===== src/rtl/xinv_pkg.sv =====
package xinv_pkg;

  localparam logic [2:0] OP_INV_SUP  = 3'd0;
  localparam logic [2:0] OP_INV_VGU  = 3'd1;
  localparam logic [2:0] OP_INV_GPH  = 3'd2;
  localparam logic [2:0] OP_FENCE_W  = 3'd3;
  localparam logic [2:0] OP_FULL_SUP = 3'd4;
  localparam logic [2:0] OP_FULL_VGU = 3'd5;
  localparam logic [2:0] OP_FULL_GPH = 3'd6;
  localparam logic [2:0] OP_FENCE_IR = 3'd7;

  localparam logic [1:0] KIND_SUP = 2'd0;
  localparam logic [1:0] KIND_VGU = 2'd1;
  localparam logic [1:0] KIND_GPH = 2'd2;

  typedef enum logic [2:0] {
    FS_IDLE, FS_WDRAIN, FS_IRWAIT, FS_FULLDRAIN, FS_FULLOWN
  } fence_st_e;

  function automatic logic op_is_inval(logic [2:0] op);
    return !op[2] && (op != OP_FENCE_W);
  endfunction

  function automatic logic op_is_full(logic [2:0] op);
    return op[2] && (op != OP_FENCE_IR);
  endfunction

  function automatic logic op_is_split(logic [2:0] op);
    return (op == OP_FENCE_W) || (op == OP_FENCE_IR);
  endfunction

  function automatic logic [1:0] op_kind(logic [2:0] op);
    return op[1:0];
  endfunction

  // In simple mode a plain invalidation is promoted to the full fence of its kind
  function automatic logic [2:0] simple_map(logic [2:0] op, logic simple);
    if (simple && op_is_inval(op)) return {1'b1, op[1:0]};
    return op;
  endfunction

endpackage


===== src/rtl/xinv_fifo.sv =====
module xinv_fifo #(
  parameter int W     = 8,
  parameter int DEPTH = 4
) (
  input  logic         clk,
  input  logic         rst_n,
  input  logic         push,
  input  logic [W-1:0] push_data,
  input  logic         pop,
  output logic [W-1:0] head,
  output logic         empty,
  output logic         full
);
  localparam int PW = (DEPTH > 1) ? $clog2(DEPTH) : 1;
  localparam int CW = $clog2(DEPTH + 1);

  logic [W-1:0]  mem [DEPTH];
  logic [PW-1:0] rd_ptr, wr_ptr;
  logic [CW-1:0] cnt;

  function automatic logic [PW-1:0] next_ptr(logic [PW-1:0] p);
    return (p == PW'(DEPTH - 1)) ? '0 : p + PW'(1);
  endfunction

  always_ff @(posedge clk) begin
    if (push) mem[wr_ptr] <= push_data;
  end

  always_ff @(posedge clk) begin
    if (!rst_n) begin
      rd_ptr <= '0;
      wr_ptr <= '0;
      cnt    <= '0;
    end else begin
      if (push) wr_ptr <= next_ptr(wr_ptr);
      if (pop)  rd_ptr <= next_ptr(rd_ptr);
      case ({push, pop})
        2'b10:   cnt <= cnt + CW'(1);
        2'b01:   cnt <= cnt - CW'(1);
        default: cnt <= cnt;
      endcase
    end
  end

  assign head  = mem[rd_ptr];
  assign empty = (cnt == '0);
  assign full  = (cnt == CW'(DEPTH));

  AST_NO_OVERFLOW: assert property (@(posedge clk) disable iff (!rst_n)
    push |-> !full);
  AST_NO_UNDERFLOW: assert property (@(posedge clk) disable iff (!rst_n)
    pop |-> !empty);

endmodule


===== src/rtl/xinv_out_cnt.sv =====
module xinv_out_cnt #(
  parameter int MAX_OUT = 4
) (
  input  logic clk,
  input  logic rst_n,
  input  logic issue,
  input  logic done,
  output logic zero,
  output logic at_max
);
  localparam int CW = $clog2(MAX_OUT + 1);

  logic [CW-1:0] cnt;

  always_ff @(posedge clk) begin
    if (!rst_n) cnt <= '0;
    else begin
      case ({issue, done})
        2'b10:   cnt <= cnt + CW'(1);
        2'b01:   cnt <= cnt - CW'(1);
        default: cnt <= cnt;
      endcase
    end
  end

  assign zero   = (cnt == '0);
  assign at_max = (cnt == CW'(MAX_OUT));

  AST_DONE_NEEDS_OUT: assert property (@(posedge clk) disable iff (!rst_n)
    done |-> !zero);
  AST_OUT_LIMIT: assert property (@(posedge clk) disable iff (!rst_n)
    issue |-> !at_max);

endmodule


===== src/rtl/xinv_fence_ctl.sv =====
module xinv_fence_ctl
  import xinv_pkg::*;
#(
  parameter bit SIMPLE = 1'b0
) (
  input  logic       clk,
  input  logic       rst_n,
  input  logic       acc,
  input  logic [2:0] op,
  input  logic       store_empty,
  input  logic       xlat_idle,
  output logic       pend,
  output logic       own_push,
  output logic       retire,
  output logic       walker_en
);
  fence_st_e st, nxt;
  logic retire_wait, noop_acc, walk_block_acc;

  always_comb begin
    nxt         = st;
    retire_wait = 1'b0;
    own_push    = 1'b0;
    case (st)
      FS_IDLE: if (acc) begin
        if (op == OP_FENCE_W && !SIMPLE)       nxt = FS_WDRAIN;
        else if (op == OP_FENCE_IR && !SIMPLE) nxt = FS_IRWAIT;
        else if (op_is_full(op))               nxt = FS_FULLDRAIN;
      end
      FS_WDRAIN: if (store_empty) begin
        retire_wait = 1'b1;
        nxt         = FS_IDLE;
      end
      FS_IRWAIT: if (xlat_idle) begin
        retire_wait = 1'b1;
        nxt         = FS_IDLE;
      end
      FS_FULLDRAIN: if (store_empty && xlat_idle) begin
        own_push = 1'b1;
        nxt      = FS_FULLOWN;
      end
      FS_FULLOWN: if (xlat_idle) begin
        retire_wait = 1'b1;
        nxt         = FS_IDLE;
      end
      default: nxt = FS_IDLE;
    endcase
  end

  assign noop_acc       = acc && SIMPLE && op_is_split(op);
  assign walk_block_acc = acc && (op_is_full(op) || (op == OP_FENCE_IR && !SIMPLE));
  assign retire         = retire_wait || noop_acc;
  assign pend           = (st != FS_IDLE);

  always_ff @(posedge clk) begin
    if (!rst_n) begin
      st        <= FS_IDLE;
      walker_en <= 1'b1;
    end else begin
      st <= nxt;
      if (walk_block_acc)   walker_en <= 1'b0;
      else if (retire_wait) walker_en <= 1'b1;
    end
  end

  AST_WALK_BLOCKED: assert property (@(posedge clk) disable iff (!rst_n)
    (st == FS_IRWAIT || st == FS_FULLDRAIN || st == FS_FULLOWN) |-> !walker_en);
  AST_W_WAITS_STORES: assert property (@(posedge clk) disable iff (!rst_n)
    (st == FS_WDRAIN && !store_empty) |=> (st == FS_WDRAIN));
  AST_OWN_NEEDS_DRAIN: assert property (@(posedge clk) disable iff (!rst_n)
    (st == FS_FULLOWN) |-> $past(store_empty));

endmodule


===== src/rtl/xinv_seq.sv =====
module xinv_seq
  import xinv_pkg::*;
#(
  parameter int ADDR_W  = 39,
  parameter int ASID_W  = 16,
  parameter int VMID_W  = 14,
  parameter int DEPTH   = 4,
  parameter int MAX_OUT = 4,
  parameter bit SIMPLE  = 1'b0,
  localparam int TAG_W  = (ASID_W > VMID_W) ? ASID_W : VMID_W
) (
  input  logic              clk,
  input  logic              rst_n,
  input  logic              req_valid,
  output logic              req_ready,
  input  logic [2:0]        req_op,
  input  logic [TAG_W-1:0]  req_tag,
  input  logic [ADDR_W-1:0] req_addr,
  input  logic              store_empty,
  output logic              inv_valid,
  input  logic              inv_ready,
  output logic [1:0]        inv_kind,
  output logic [TAG_W-1:0]  inv_tag,
  output logic [ADDR_W-1:0] inv_addr,
  input  logic              inv_done,
  output logic              walker_en,
  output logic              fence_retire
);
  localparam int ENT_W = 2 + TAG_W + ADDR_W;
  localparam logic [TAG_W-1:0] ONES = '1;

  // Keep only the identifier bits that the kind actually carries
  function automatic logic [TAG_W-1:0] fit_tag(logic [1:0] k, logic [TAG_W-1:0] t);
    logic [TAG_W-1:0] m;
    m = (k == KIND_GPH) ? (ONES >> (TAG_W - VMID_W)) : (ONES >> (TAG_W - ASID_W));
    return t & m;
  endfunction

  logic [2:0]       eff_op;
  logic             req_fire, q_push, q_empty, q_full, issue;
  logic             out_zero, out_at_max, xlat_idle;
  logic             pend, own_push;
  logic [ENT_W-1:0] req_ent, own_ent, push_ent, head_ent;

  assign eff_op    = simple_map(req_op, SIMPLE);
  assign req_ready = !pend && !q_full;
  assign req_fire  = req_valid && req_ready;
  assign req_ent   = {op_kind(eff_op), fit_tag(op_kind(eff_op), req_tag), req_addr};

  always_ff @(posedge clk) begin
    if (!rst_n) own_ent <= '0;
    else if (req_fire && op_is_full(eff_op)) own_ent <= req_ent;
  end

  assign q_push   = (req_fire && op_is_inval(eff_op)) || own_push;
  assign push_ent = own_push ? own_ent : req_ent;

  xinv_fifo #(.W(ENT_W), .DEPTH(DEPTH)) u_queue (
    .clk(clk), .rst_n(rst_n), .push(q_push), .push_data(push_ent),
    .pop(issue), .head(head_ent), .empty(q_empty), .full(q_full)
  );

  assign inv_valid = !q_empty && !out_at_max;
  assign issue     = inv_valid && inv_ready;
  assign {inv_kind, inv_tag, inv_addr} = head_ent;

  xinv_out_cnt #(.MAX_OUT(MAX_OUT)) u_out (
    .clk(clk), .rst_n(rst_n), .issue(issue), .done(inv_done),
    .zero(out_zero), .at_max(out_at_max)
  );

  assign xlat_idle = q_empty && out_zero;

  xinv_fence_ctl #(.SIMPLE(SIMPLE)) u_fence (
    .clk(clk), .rst_n(rst_n), .acc(req_fire), .op(eff_op),
    .store_empty(store_empty), .xlat_idle(xlat_idle), .pend(pend),
    .own_push(own_push), .retire(fence_retire), .walker_en(walker_en)
  );

  AST_WALK_RISE_IDLE: assert property (@(posedge clk) disable iff (!rst_n)
    $rose(walker_en) |-> xlat_idle);
  AST_OWN_PUSH_NO_REQ: assert property (@(posedge clk) disable iff (!rst_n)
    own_push |-> !req_fire);

  generate
    if (TAG_W > VMID_W) begin : g_gph_tag_chk
      AST_GPH_TAG_FIT: assert property (@(posedge clk) disable iff (!rst_n)
        (inv_valid && inv_kind == KIND_GPH) |-> (inv_tag[TAG_W-1:VMID_W] == '0));
    end
  endgenerate

endmodule


===== config.mk =====
export PLATFORM = sky130hd
export DESIGN_NAME = xinv_seq
export DESIGN_NICKNAME = d
export VERILOG_FILES = /design/src/rtl/xinv_pkg.sv /design/src/rtl/xinv_fifo.sv /design/src/rtl/xinv_out_cnt.sv /design/src/rtl/xinv_fence_ctl.sv /design/src/rtl/xinv_seq.sv
export SDC_FILE = /design/constraint.sdc
export NUM_CORES = 1
export LEC_CHECK = 0
export BUFFER_PORTS_ARGS = -buffer_cell sky130_fd_sc_hd__buf_2
export CORE_MARGIN = 8
export CORE_UTILIZATION = 35
export CTS_CLUSTER_DIAMETER = 150
export CTS_CLUSTER_SIZE = 8
export DETAILED_ROUTE_END_ITERATION = 8
export HOLD_SLACK_MARGIN = 0.1
export PLACE_DENSITY = 0.51
export REMOVE_ABC_BUFFERS = 1
export SETUP_SLACK_MARGIN = 0.4
export SLEW_MARGIN = 40
export SYNTH_ARGS = -nofsm -noshare
export SYNTH_HDL_FRONTEND = slang
export SYNTH_HIERARCHICAL = 1
export SYNTH_SLANG_ARGS = --single-unit

===== constraint.sdc =====
create_clock -name clk -period 10.2 [get_ports clk]
set_clock_uncertainty 0.05 [all_clocks]
set_input_delay 2.04 -clock clk [delete_from_list [all_inputs] [get_ports clk]]
set_output_delay 2.04 -clock clk [all_outputs]
set_load 0.03 [all_outputs]

==> summary.txt, run 1 <==
Outcome
  • Status: finished clean

Critical path
  • CP Buf/Inv Count: 2
  • Kind of critical path: input pin to output port
  • CP max stage delay: 0.21 ns
  • FF-to-FF End: u_queue/cnt[2]
  • CP startpoint kind: input pin
  • Top delay family on crit path: buffers and inverters
  • CP Capture Type: output port
  • Reg2Reg Setup Slack: 6.74 ns
  • WP data required: 8.11 ns
  • Worst path most repeated cell: buf_2
  • Slowest cell on the critical path: a31oi_1
  • Crit path max fanout: 4
  • Worst R2R Start: u_queue/cnt[1]
  • Worst Path Arrival: 2.62 ns
  • CP cell instances: buf_2 -> a31oi_1 -> nand2_1 -> buf_2
  • Worst r2r path cells: 13

Hold path
  • Hold Path Sink: own_ent[23]
  • Hold Path Class: register to register
  • Hold_sp: own_ent[23]
  • Hold depth: 2

Logic synthesis
  • Cell taking the most area after synthesis: edfxtp_1
  • Post-synthesis cell type count: 37
  • Yosys warns: 6
  • Syn avg cell area: 16.8 um^2
  • Register area share after synthesis: 68.4%
  • Post-synth top flop: edfxtp_1
  • Synth area leaders: edfxtp_1, dfxtp_1, mux4_2, mux2_2, mux2i_1
  • Synth top cells by count: edfxtp_1, nand2_1, dfxtp_1
  • FFs w/ async S/R, synth: 0%
  • Post-Syn Instances: 725
  • EDFF count, synth: 228
  • FF+latch count, synth: 301
  • Synthesized area: 0.0122 mm^2
  • Count leader, synth: edfxtp_1
  • Post-synth top area share: 56.3%

Drt
  • Final ANT Viol Nets: 0
  • Vias per inst: 4.70
  • DR vias: 6,360
  • Initial drt markers: 277
  • WL final: 25,400 um
  • Drt wl/cell: 18.7 um
  • DRC: 0
  • Pre-antenna DRT Iters: 5

Global route
  • First-pass GRT wire length: 39,900 um
  • Vias in the first global route: 6,863
  • Tot GR Track Use: 12.4%
  • Largest net degree at the start of global routing: 72
  • Grt ovf: 0
  • Initial antenna violation count: 0

Placement
  • DP HPWL: 15,400 um
  • Global placement routability congestion: 0.694
  • Cell count after placement: 1,275
  • I/O Buffers: 124

Pwr
  • Reg power frac: 42.6%
  • NetSw: 0.000889 W
  • Int Pwr: 0.00244 W
  • Power share of the combinational group: 18.5%
  • Max VDD drop: 0.110 mV
  • Clock power frac: 38.9%
  • PD cells: 230 mW/mm^2
  • Net Sw Frac: 26.7%
  • Leak: 4.96 nW

Floorplan
  • Die height: 202 um
  • Die Area: 0.0409 mm^2
  • Die X: 202 um
  • Row count: 68
  • I/O pin count: 125
  • Core Box Area: 0.0344 mm^2
  • Starting Density: 35.4%

Timing
  • Slew Viols, Final: 0
  • Tmin final: 4.71 ns
  • Final setup TNS: 0 ns
  • Slew HR: 46.1%
  • RSZ-0062 raised after global routing: false
  • Final hold violation count: 0
  • Setup-failing EPs final: 0
  • Worst slew pin tran: 0.808 ns
  • Max frequency: 212 MHz
  • Period Utilization, post-route: 46.1%

Job
  • Max_cap viols: 0

Final layout
  • Final net count: 940
  • Area delta synth->final: 19.4%
  • Fin cells: 1,354
  • Antenna cells: 0
  • Post-layout utilization of the core: 42.2%
  • Share of cells above drive strength 1: 33.5%

CTS
  • Post-CTS Setup Bufs: 0
  • Hold_buf cts: 0
  • Clk root buf: clkbuf_16
  • Clock Path Buffers: 3
  • Inserted Clock Buffers: 43
  • CTS tree: done
  • Clk sink count: 301
  • Clock-pin slew on the worst setup and hold paths: 0.05 ns
  • PostCTS Resize Cnt: 0
  • Max H-tree Level: 2
  • Insertion delay to the later sink of the worst-skew pair: 0.51 ns
-- stage by stage --
step / area (um^2) / worst slack (ns) / total power, W / hold slack, ns
floorplan: 11900 / 1.69 / 0.00189 / 0.381
global placement: 13100 / 5.24 / 0.00207 / 0.388
detailed placement: 13300 / 5.50 / 0.00208 / 0.396
CTS: 14500 / 5.49 / 0.00340 / 0.405
global route: 14500 / 5.41 / 0.00349 / 0.414
finish: 14500 / 5.49 / 0.00333 / 0.402
-- layout make-up --
class,count,area [um^2]
Clock buffer,78,1250
Clock inverter,1,5.00
Fill cell,3153,19900
Inverter,14,52.6
Multi-Input combinational cell,371,3540
Sequential cell,301,8320
Tap cell,455,569
Timing Repair Buffer,134,781
-- state kept, by name, indices dropped and copies added (netlist names), named ones only --
name / cells
own_ent: 57
u_queue/mem: 228
u_out/cnt: 3
u_fence/walker_en: 1
u_fence/st: 3
u_queue/rd_ptr: 2
u_queue/wr_ptr: 2
u_queue/cnt: 3
-- how the worst max path moves through the flow --
stage / from / to / slack, ns / cells past startpoint
finish: store_empty / fence_retire / 5.49 / 4
global route: store_empty / fence_retire / 5.41 / 4
CTS: store_empty / fence_retire / 5.49 / 4
detailed placement: store_empty / fence_retire / 5.50 / 4
global placement: store_empty / u_queue/mem[1][22] / 5.24 / 6
floorplan: store_empty / u_queue/mem[0][0] / 1.69 / 4
-- cells by family (layout without fill, tap and decap cells) --
| family | count (synthesis) | in the layout | share of synthesized area, % |
|---|---|---|---|
| compound gates | 17 | 17 | 0.844 |
| xor+xnor | 4 | 4 | 0.288 |
| fa+ha+maj | 11 | 11 | 1.26 |
| buf+inv | 53 | 227 | 2.68 |
| flops | 301 | 301 | 68.4 |
| mux | 172 | 172 | 20.6 |
| simple gates | 167 | 167 | 5.98 |
-- cells in the final DEF (no fill, tap or decap), types with 4 or more instances in the layout --
cell	netlist	routed
o21ai_0	8	8
nor2_1	7	7
and3_1	5	4
nand2_1	121	121
dfxtp_1	73	71
mux4_2	57	57
nand3_1	5	5
and2_1	11	7
inv_1	14	14
buf_12	4	6
and2_4	0	4
clkbuf_1	13	33
mux2i_1	60	60
nor2b_1	4	4
mux2_2	55	55
ha_1	9	9
buf_2	10	123
edfxtp_1	228	228
clkbuf_16	0	45
-- routing by layer --
| layer | track usage [%] | part of all wire [%] |
|---|---|---|
| met5 | 0 | 0 |
| met2 | 20.1 | 48 |
| met4 | 3.24 | 1.6 |
| met3 | 3.44 | 5.6 |
| met1 | 16.1 | 45 |
-- power groups by stage --
stage | clock (W) | sequential [W] | combinational [W]
after floorplan | 0 | 0.00147 | 0.000422
after global routing | 0.00139 | 0.00143 | 0.000670
after global placement | 0 | 0.00145 | 0.000620
after CTS | 0.00134 | 0.00142 | 0.000635
after detailed placement | 0 | 0.00144 | 0.000634
final | 0.00130 | 0.00142 | 0.000615
-- worst reg2reg max path: stages, from the launching register on --
cell and delay [ns]:
dfxtp_1 0.33, nor3_1 0.37, and2_1 0.25, inv_1 0.09, nor3_2 0.17, buf_6 0.58
o21bai_1 0.38, inv_1 0.14, ha_1 0.25, inv_1 0.07, fa_1 0.18, xor2_1 0.07
or3_1 0.29, a21boi_0 0.16
No activity file was read; power rests on OpenSTA's default activity.
==> run 2, diff against run 1 <==
==> constraint.sdc (replaced) <==
create_clock -name clk -period 4.37 [get_ports clk]
set_clock_uncertainty 0.05 [all_clocks]
set_input_delay 0.874 -clock clk [delete_from_list [all_inputs] [get_ports clk]]
set_output_delay 0.874 -clock clk [all_outputs]
set_load 0.03 [all_outputs]
==> run 2 against run 1 <==
Clock-buffer cell count shrank 2. Wire length grew 3.1%. Power grew 130%.
==> summary.txt, run 2 (synthesis results as in run 1) <==
Outcome
  • Status: finished clean

Timing
  • Final setup TNS: 0 ns
  • Period Utilization, post-route: 76.7%
  • Tmin final: 3.35 ns
  • Worst slew pin tran: 0.751 ns
  • Max frequency: 298 MHz
  • RSZ-0062 raised after global routing: false
  • Final hold violation count: 0
  • Setup-failing EPs final: 0
  • Slew HR: 49.9%
  • Slew Viols, Final: 0
  • Final setup margin: 1.02 ns

Critical path
  • CP cell instances: buf_12 -> mux4_2 -> buf_2
  • Worst r2r path cells: 6
  • WP data required: 3.45 ns
  • CP startpoint kind: register
  • Top delay family on crit path: flip-flops
  • CP Depth: 3
  • Crit path max fanout: 30
  • CP Buf/Inv Count: 2
  • Kind of critical path: register to output port
  • CP max stage delay: 0.75 ns
  • CP Capture Type: output port
  • Slowest cell on the critical path: dfxtp_4
  • Worst Path Arrival: 2.43 ns

Pwr
  • Max VDD drop: 0.246 mV
  • PD cells: 538 mW/mm^2
  • Leak: 4.96 nW
  • Overall Power: 0.00780 W

Drt
  • DRC: 0
  • DR vias: 6,485
  • Pre-antenna DRT Iters: 4
  • Initial drt markers: 290
  • Drt wl/cell: 19.3 um
  • Vias per inst: 4.79
  • WL final: 26,200 um
  • Final ANT Viol Nets: 0

Placement
  • Global placement routability congestion: 0.709
  • DP HPWL: 16,200 um
  • Pre-CTS setup slack: 1.19 ns
  • I/O Buffers: 124
  • Cell count after placement: 1,277

CTS
  • Post-CTS Setup Bufs: 0
  • Clk root buf: clkbuf_16
  • Clock Path Buffers: 3
  • Clock-pin slew on the worst setup and hold paths: 0.05 ns
  • CTS tree: done
  • Clk sink count: 301
  • Inserted Clock Buffers: 43
  • Insertion delay to the later sink of the worst-skew pair: 0.51 ns
  • Hold_buf cts: 0
  • PostCTS Resize Cnt: 0
  • Max H-tree Level: 2

Global route
  • M1 GR Usage: 17.5%
  • Met2 GRT Util: 20.1%
  • Grt ovf: 0
  • Met3 Usage GRT: 3.17%
  • Initial antenna violation count: 0
  • Grt peak-use layer: met2
  • First-pass GRT wire length: 41,000 um
  • Vias in the first global route: 6,976
  • Largest net degree at the start of global routing: 85
  • Tot GR Track Use: 12.7%

Floorplan
  • Die height: 202 um
  • Starting Density: 35.4%
  • I/O pin count: 125
  • Row count: 68
  • Core Box Area: 0.0344 mm^2
  • Die Area: 0.0409 mm^2
  • Die X: 202 um

Hold path
  • Hold depth: 2
  • Hold Path Class: register to register

Final layout
  • Antenna cells: 0
  • Share of cells above drive strength 1: 33.7%
  • Fin cells: 1,354
  • Final net count: 942
  • Commonest non-fill, non-tap cell in the layout: edfxtp_1
  • Fillers: 3,134
  • Most frequent cells in the layout: edfxtp_1, buf_2, nand2_1, dfxtp_1, mux2i_1
  • Area delta synth->final: 19.4%
  • Max reg flops: 228
  • Top Registers: u_queue/mem: 228 flops, own_ent: 57 flops
  • Register with the most flip-flops: u_queue/mem

Job
  • Max_cap viols: 0
[run 2: cell types whose count changed in the layout (fill, tap and decap cells not counted)]
cell and delta:
buf_4 +3, buf_12 -1, clkbuf_1 -2
[run 2: where the power goes]
| group | internal (W) | switching (W) | total [W] |
|---|---|---|---|
| Clock | 0.00190 | 0.00113 | 0.00303 |
| Sequential | 0.00323 | 0.000121 | 0.00335 |
| Combinational | 0.000573 | 0.000850 | 0.00142 |
| Total | 0.00570 | 0.00210 | 0.00780 |
[run 2: worst paths after layout]
kind,slack [ns],endpoint,from
hold / removal,0.40,own_ent[26],own_ent[26]
hold reg to reg,0.40,own_ent[26],own_ent[26]
setup reg to reg,1.36,u_queue/mem[2][51],u_fence/st[2]
setup / recovery,1.02,inv_tag[13],register
[run 2: per-stage QoR]
step | hold slack (ns) | utilization, % | cell area (um^2)
after detailed placement | 0.398 | 38.6 | 13300
final | 0.404 | 42.2 | 14500
after global routing | 0.416 | 42.2 | 14500
after floorplan | 0.381 | - | 11900
after CTS | 0.405 | 42.2 | 14500
after global placement | 0.388 | 38.5 | 13200
[run 2: final cells by class]
type	count	area, um^2	share of cell area, %
clock buffers	76	1240	8.56
clock inverters	1	5.00	0.0345
inverters	14	52.6	0.362
multi-input cells	371	3540	24.4
flip-flops and latches	301	8320	57.3
well taps	455	569	3.92
repair buffers	136	783	5.40
[run 2: worst reg2reg max path, cell delays in order (launching register included)]
cell and delay [ns]:
dfxtp_1 0.36, or3_1 0.43, nor3b_2 0.32, nand2_1 0.09, o21bai_1 0.46, and2_4 0.72
buf_12 0.28
[run 2: metal layers]
metal	wire length (um)	share of wire, %
met5	0	0
met4	350	1.3
met3	1280	4.9
met2	12000	46
met1	12500	48
